### src/rtl/scr_pkg.sv
package scr_pkg;
  localparam int DATA_W  = 16;
  localparam int TIME_W  = 2 * DATA_W;
  localparam int OFS_HI  = 'h00;
  localparam int OFS_LO  = 'h04;
  localparam int OFS_ARM = 'h08;

  typedef enum logic [1:0] {
    SEL_NONE = 2'd0,
    SEL_HI   = 2'd1,
    SEL_LO   = 2'd2,
    SEL_ARM  = 2'd3
  } reg_sel_e;
endpackage

### src/rtl/scr_decode.sv
module scr_decode
  import scr_pkg::*;
#(
  parameter int ADDR_W = 8
) (
  input  logic [ADDR_W-1:0] addr,
  output reg_sel_e          sel
);
  localparam logic [ADDR_W-1:0] A_HI  = ADDR_W'(OFS_HI);
  localparam logic [ADDR_W-1:0] A_LO  = ADDR_W'(OFS_LO);
  localparam logic [ADDR_W-1:0] A_ARM = ADDR_W'(OFS_ARM);

  always_comb begin
    if (addr == A_HI)       sel = SEL_HI;
    else if (addr == A_LO)  sel = SEL_LO;
    else if (addr == A_ARM) sel = SEL_ARM;
    else                    sel = SEL_NONE;
  end
endmodule

### src/rtl/scr_tick_gen.sv
module scr_tick_gen #(
  parameter bit USE_EXT_TICK = 1'b1,
  parameter int CLKS_PER_SEC = 200_000_000
) (
  input  logic clk,
  input  logic rst_n,
  input  logic tick_in,
  output logic tick_out
);
  localparam int CNT_W = $clog2(CLKS_PER_SEC > 1 ? CLKS_PER_SEC : 2);
  localparam logic [CNT_W-1:0] LAST = CNT_W'(CLKS_PER_SEC - 1);

  generate
    if (USE_EXT_TICK) begin : g_ext
      logic unused_ext;
      assign unused_ext = clk ^ rst_n;
      assign tick_out   = tick_in;
    end else begin : g_div
      logic [CNT_W-1:0] cnt_q;
      logic             unused_div;
      assign unused_div = tick_in;
      always_ff @(posedge clk) begin
        if (!rst_n)             cnt_q <= '0;
        else if (cnt_q == LAST) cnt_q <= '0;
        else                    cnt_q <= cnt_q + 1'b1;
      end
      assign tick_out = (cnt_q == LAST);
    end
  endgenerate
endmodule

### src/rtl/scr_time_core.sv
module scr_time_core
  import scr_pkg::*;
#(
  parameter logic [31:0] EPOCH = 32'h3A00_0000
) (
  input  logic              clk,
  input  logic              rst_n,
  input  logic              tick,
  input  logic              load_hi,
  input  logic              load_lo,
  input  logic [DATA_W-1:0] load_data,
  output logic [TIME_W-1:0] time_q
);
  logic [DATA_W:0]   lo_sum;
  logic [DATA_W-1:0] nxt_lo;
  logic [DATA_W-1:0] nxt_hi;

  always_comb begin
    lo_sum = {1'b0, time_q[DATA_W-1:0]} + {{DATA_W{1'b0}}, tick};
    nxt_lo = load_lo ? load_data : lo_sum[DATA_W-1:0];
    nxt_hi = load_hi ? load_data
                     : time_q[TIME_W-1:DATA_W] + {{(DATA_W-1){1'b0}}, lo_sum[DATA_W]};
  end

  always_ff @(posedge clk) begin
    if (!rst_n) time_q <= EPOCH;
    else        time_q <= {nxt_hi, nxt_lo};
  end
endmodule

### src/rtl/scr_top.sv
module scr_top
  import scr_pkg::*;
#(
  parameter int          ADDR_W       = 8,
  parameter bit          USE_EXT_TICK = 1'b1,
  parameter int          CLKS_PER_SEC = 200_000_000,
  parameter logic [31:0] EPOCH        = 32'h3A00_0000
) (
  input  logic              clk,
  input  logic              rst_n,
  input  logic              tick_in,
  input  logic [ADDR_W-1:0] bus_addr,
  input  logic              wr_en,
  input  logic [DATA_W-1:0] wr_data,
  input  logic              rd_en,
  output logic [DATA_W-1:0] rd_data
);
  reg_sel_e          sel;
  logic              tick_w;
  logic              arm_q;
  logic              load_hi;
  logic              load_lo;
  logic [TIME_W-1:0] time_w;
  logic [DATA_W-1:0] rd_mux;

  scr_decode #(.ADDR_W(ADDR_W)) u_dec (
    .addr (bus_addr),
    .sel  (sel)
  );

  scr_tick_gen #(
    .USE_EXT_TICK (USE_EXT_TICK),
    .CLKS_PER_SEC (CLKS_PER_SEC)
  ) u_tick (
    .clk      (clk),
    .rst_n    (rst_n),
    .tick_in  (tick_in),
    .tick_out (tick_w)
  );

  assign load_hi = wr_en && (sel == SEL_HI) && arm_q;
  assign load_lo = wr_en && (sel == SEL_LO) && arm_q;

  scr_time_core #(.EPOCH(EPOCH)) u_core (
    .clk       (clk),
    .rst_n     (rst_n),
    .tick      (tick_w),
    .load_hi   (load_hi),
    .load_lo   (load_lo),
    .load_data (wr_data),
    .time_q    (time_w)
  );

  // Arm latch: explicit write sets/clears, high-half write closes it.
  always_ff @(posedge clk) begin
    if (!rst_n)                            arm_q <= 1'b0;
    else if (wr_en && (sel == SEL_ARM))    arm_q <= wr_data[0];
    else if (wr_en && (sel == SEL_HI))     arm_q <= 1'b0;
  end

  always_comb begin
    unique case (sel)
      SEL_HI:  rd_mux = time_w[TIME_W-1:DATA_W];
      SEL_LO:  rd_mux = time_w[DATA_W-1:0];
      default: rd_mux = '0;
    endcase
  end

  always_ff @(posedge clk) begin
    if (!rst_n)     rd_data <= '0;
    else if (rd_en) rd_data <= rd_mux;
    else            rd_data <= '0;
  end
endmodule

### config.mk
export PLATFORM = sky130hd
export DESIGN_NAME = scr_top
export DESIGN_NICKNAME = d
export VERILOG_FILES = /design/src/rtl/scr_pkg.sv /design/src/rtl/scr_decode.sv /design/src/rtl/scr_tick_gen.sv /design/src/rtl/scr_time_core.sv /design/src/rtl/scr_top.sv
export SDC_FILE = /design/constraint.sdc
export NUM_CORES = 1
export LEC_CHECK = 0
export BUFFER_PORTS_ARGS = -buffer_cell sky130_fd_sc_hd__buf_2
export CAP_MARGIN = 20
export CORE_UTILIZATION = 45
export CTS_CLUSTER_SIZE = 25
export DETAILED_ROUTE_END_ITERATION = 10
export GPL_TIMING_DRIVEN = 1
export PLACE_DENSITY = 0.67
export SLEW_MARGIN = 20
export SYNTH_ARGS = -nofsm -noshare
export SYNTH_HDL_FRONTEND = slang
export SYNTH_SLANG_ARGS = --single-unit
### constraint.sdc
create_clock -name clk -period 7.3 [get_ports clk]
set_input_delay 1.095 -clock clk [delete_from_list [all_inputs] [get_ports clk]]
set_output_delay 1.095 -clock clk [all_outputs]
set_load 0.1 [all_outputs]
## Yosys cells after proc, flatten, opt, wreduce, memory -nomap -nowiden

Index checks and enable logic that the tools add are counted.

| storage, ports and cells | value |
|---|---|
| flip-flop bits (word level) | 49 |
| input port bits | 29 |
| output and inout port bits | 16 |

| cells by class | value |
|---|---|
| multiplexer cells | 8 |
| reduce and logical (&&, ||, !) cells | 8 |
| equal/unequal tests | 5 |
| add/subtract/negate cells | 2 |

Operators by type and width:

| cell | number |
|---|---|
| 2-to-1 mux 16 bit | 2 |
| one-hot mux 16 bit (2 select lines) | 1 |
| adder 16 x 1 -> 17 bit | 1 |
| adder 16 x 1 -> 16 bit | 1 |
| equality test 8 x 3 -> 1 bit, second input constant | 1 |
| equality test 8 x 4 -> 1 bit, second input constant | 1 |
| logical NOT 8 bit | 1 |
| 2-to-1 mux 2 bit | 3 |
| logical AND 1 bit | 5 |
| equality test 2 bit, second input constant | 2 |
| equality test 2 x 1 -> 1 bit, second input constant | 1 |
| 2-to-1 mux 1 bit | 2 |
| AND reduction 2 bit | 1 |
| nonzero test 2 bit | 1 |

## Longest topological paths before layout

| depth | value |
|---|---|
| word-level depth | 8 |
| depth in mapped cells | 10 |

## Modules after synthesis

From an unflattened synthesis, not the netlist that was laid out.

| second synthesis, totals | value |
|---|---|
| cell total of the unflattened synthesis | 276 |
| area total of the unflattened synthesis | 2404.8 sq um |

Modules (own cells, without submodules):

| module | area each (sq um) | instances | cells an instance |
|---|---|---|---|
| scr_time_core | 1681.6 | 1 | 205 |
| scr_top | 676.9 | 1 | 66 |
| scr_decode | 38.8 | 1 | 4 |
| scr_tick_gen | 7.5 | 1 | 1 |

## Worst setup path after synthesis

No wires, ideal clock.

| timing path | value |
|---|---|
| path kind | in2reg |
| start | in tick_in |
| end | reg u_core.time_q[30] |
| stages | 10 |
| arrival | 3.244 ns |
| data required time | 7.226 ns |
| setup slack | 3.982 ns |
| buffers on the path | 0 |
| cell sequence | ha_1 > ha_1 > nand3_1 > nor4_1 > ha_1 > ha_1 > nand3_1 > or2_4 > or3_1 > a31oi_1 |

| between the ends | value |
|---|---|
| cells in the longest elaborated chain, start to end | 3 |

Ends and longest elaborated chain:

| item | line | RTL |
|---|---|---|
| start, declared | scr_top.sv:11 | `input logic tick_in,` |
| adder 16 x 1 -> 17 bit | scr_time_core.sv:19 | `lo_sum = {1'b0, time_q[DATA_W-1:0]} + {{DATA_W{1'b0}}, tick};` |
| adder 16 x 1 -> 16 bit | scr_time_core.sv:22 | `: time_q[TIME_W-1:DATA_W] + {{(DATA_W-1){1'b0}}, lo_sum[DATA_W]};` |
| 2-to-1 mux 16 bit | scr_time_core.sv:21 | `nxt_hi = load_hi ? load_data` |
| end signal, assigned | scr_time_core.sv:27 | `else time_q <= {nxt_hi, nxt_lo};` |
| end, declared | scr_time_core.sv:12 | `output logic [TIME_W-1:0] time_q` |

Every way passes these cells.
A chain may end at the register's enable or synchronous reset.

## Worst setup path in the final report

Same ends and word-level chain as after synthesis.

==> results.py <==
metrics = {
    "min_path": {
        "min_path_type": "reg -> reg",
        "hold_start": "u_core.time_q[31]",
    },
    "run": {
        "drv_cap": 0,
    },
    "setup_path": {
        "critPathLaunchType": "primary input",
        "crit_fanout": 6,
        "required_ns": 7.53,
        "r2r-start": "u_core.time_q[0]",
        "arrival_ns": 3.73,
        "crit_start": "tick_in",
        "cp-end-kind": "register",
        "crit_type": "in -> reg",
    },
    "route": {
        "drt-wirelength-per-cell_um": 15.5,
        "post-route-drc-count": 0,
        "ant_nets": 0,
        "wl_met2_mm": 2.58,
        "routed_wl_mm": 5.81,
        "dr.pass1.iters": 5,
        "wl_met1_mm": 2.65,
        "top_layer_used": "met4",
        "drt_iter0_drc": 193,
        "via_count": 2126,
        "avgViaCountPerCell": 5.67,
        "met3WireLength_um": 438,
    },
    "clock_network": {
        "cts_htree_levels": 2,
        "cts_root_buf": "clkbuf_8",
        "ctsResizeCount": 0,
        "cts_hold_buf": 0,
        "cts_buffer_depth": 2,
        "path_clk_slew_ns": 0.09,
        "post-cts-setup-buffers": 0,
        "cts_tree": "yes",
        "numClockSinks": 49,
        "cts-buffers-inserted": 5,
        "clk_latency_ns": 0.30,
    },
    "logic_synthesis": {
        "synth.largest_area_cell": "dfxtp_1",
        "syn-cell-area_mm2": 0.00236,
        "syn-instance-count": 268,
        "synth_edf_count": 0,
        "ys_top_cells_by_count": "dfxtp_1 (49), nor2_1 (37), nand2_1 (17), a22oi_1 (16), o21ai_0 (16)",
        "synth_cell_types": 44,
        "synthArstFlopShare_pct": 0,
        "synth_nets": 301,
        "syn_area_per_cell_um2": 8.82,
        "synthFlopType": "dfxtp_1",
        "synth_top_area_share_pct": 41.5,
        "synth_seq_cells": 49,
        "synth_seq_area_share_pct": 41.5,
        "synth_warnings": 0,
        "netlist_top_cells_area": "dfxtp_1 (41%), nor2_1 (5.9%), a22oi_1 (5.1%), xnor2_1 (4.4%), a211oi_1 (3.8%)",
        "synth_most_common_cell": "dfxtp_1",
    },
    "final_layout": {
        "fin_cells": 375,
        "nFillCells": 520,
        "syn_to_final_growth_pct": 13.8,
        "drive_above_1_share_pct": 20.0,
        "postLayoutCoreUtil_pct": 53.0,
        "diodes": 0,
        "fin_nets": 337,
    },
    "timing": {
        "rsz0062_at_grt": "no",
        "relSlewSlack_pct": 38.4,
        "worstMarginPinSlew_ns": 0.922,
        "whs_ns": 0.525,
        "fmaxAchievable_ghz": 0.286,
        "finalSetupViolCount": 0,
        "fin_crit_ns": 3.50,
        "slew_violations": 0,
        "hold_viol_final": 0,
        "finalCritPeriodShare_pct": 48.0,
        "tns_ns": 0,
        "fin_skew_ns": 0.00965,
    },
    "place": {
        "dp_hpwl_mm": 4.20,
        "gp_congestion": 0.970,
        "port_buffers": 44,
        "dp_cells": 367,
    },
    "global_routing": {
        "gr-total-overflow": 0,
        "grt_pass1_wl_mm": 9.15,
        "antenna_found_initial": 0,
        "grt.total_usage_pct": 22.0,
        "grt_max_degree": 29,
        "grt_pass1_vias": 1859,
    },
    "floorplanning": {
        "rows": 26,
        "start_util_pct": 46.6,
        "fp.dieH_um": 74.5,
        "core_mm2": 0.00507,
        "die-area_mm2": 0.00555,
        "ioPinCount": 45,
        "die_w_um": 74.5,
    },
    "power": {
        "peakVddDrop_mv": 0.0937,
        "p_leak_uw": 0.000995,
        "total_power_uw": 492,
        "power_density_mw_per_mm2": 183,
    },
    "outcome": {
        "status": "complete, no violations",
    },
}
[cell usage in the layout, fill, tap and decap left out, drive strengths merged, types with 4 or more instances in the layout]
| cell | count |
|---|---|
| a31oi | 5 |
| o21ai | 16 |
| dfxtp | 49 |
| clkbuf | 6 |
| xnor2 | 12 |
| nand2 | 17 |
| nand4 | 9 |
| nand3 | 14 |
| nor2 | 37 |
| nor4 | 4 |
| a21oi | 9 |
| ha | 4 |
| a22oi | 16 |
| xor2 | 8 |
| o31ai | 4 |
| nor3 | 8 |
| a211oi | 12 |
| buf | 44 |
[per-stage QoR]
stage / instance area, um^2 / setup slack [ns]
finish: 2690 / 3.80
global placement: 2570 / 3.66
global route: 2690 / 3.67
floorplan: 2360 / 3.98
CTS: 2690 / 3.83
detailed placement: 2570 / 3.53
[worst paths after layout]
check,to,slack (ns),depth (start not counted)
max,u_core.time_q[30],3.80,11
min,u_core.time_q[31],0.53,2
max reg2reg,u_core.time_q[30],4.33,10
min reg2reg,u_core.time_q[31],0.53,2
[critical path: stages]
cell	delay (ns)
buf_2	0.08
ha_1	0.21
ha_1	0.26
nand3_1	0.22
nor4_1	0.36
ha_1	0.28
ha_1	0.21
nand3_1	0.21
or2_4	0.32
or3_1	0.34
a31oi_1	0.15
[where the power goes]
| group | internal [uW] | switching [uW] | leakage (uW) | total, uW |
|---|---|---|---|---|
| clock | 111 | 89.2 | 0.0000574 | 201 |
| combinational | 8.87 | 13.1 | 0.000543 | 22.0 |
| sequential | 268 | 1.06 | 0.000395 | 269 |
[layout make-up]
| cell class | instances | area [um^2] | share of cell area, % |
|---|---|---|---|
| Timing Repair Buffer | 44 | 220 | 8.18 |
| Multi-Input combinational cell | 200 | 1270 | 47.1 |
| Clock inverter | 2 | 37.5 | 1.39 |
| Clock buffer | 6 | 82.6 | 3.07 |
| Sequential cell | 49 | 981 | 36.4 |
| Inverter | 4 | 15.0 | 0.558 |
| Tap cell | 70 | 87.6 | 3.25 |
[per-layer routing]
metal	GRT usage [%]	vias up
met5	0	-
met2	32.5	89
met1	31.8	965
met4	7.97	0
li1	-	1055
met3	4.20	17
[cell families after synthesis]
logic type / count (synthesis) / synth area share [%]
adder cells (fa/ha/maj): 4 / 2.12
AND/OR/NAND/NOR: 106 / 24.0
flip-flops: 49 / 41.5
multiplexers: 3 / 1.27
AO/OA/AOI/OAI: 67 / 18.8
XOR/XNOR: 20 / 7.41
buffers and inverters: 19 / 4.92
[sequential cells by signal, summed over array words and instances (netlist names)]
| name | count |
|---|---|
| u_core.time_q | 32 |
| arm_q | 1 |
| rd_data | 16 |
Note: power is estimated with default switching activity, not from simulation.
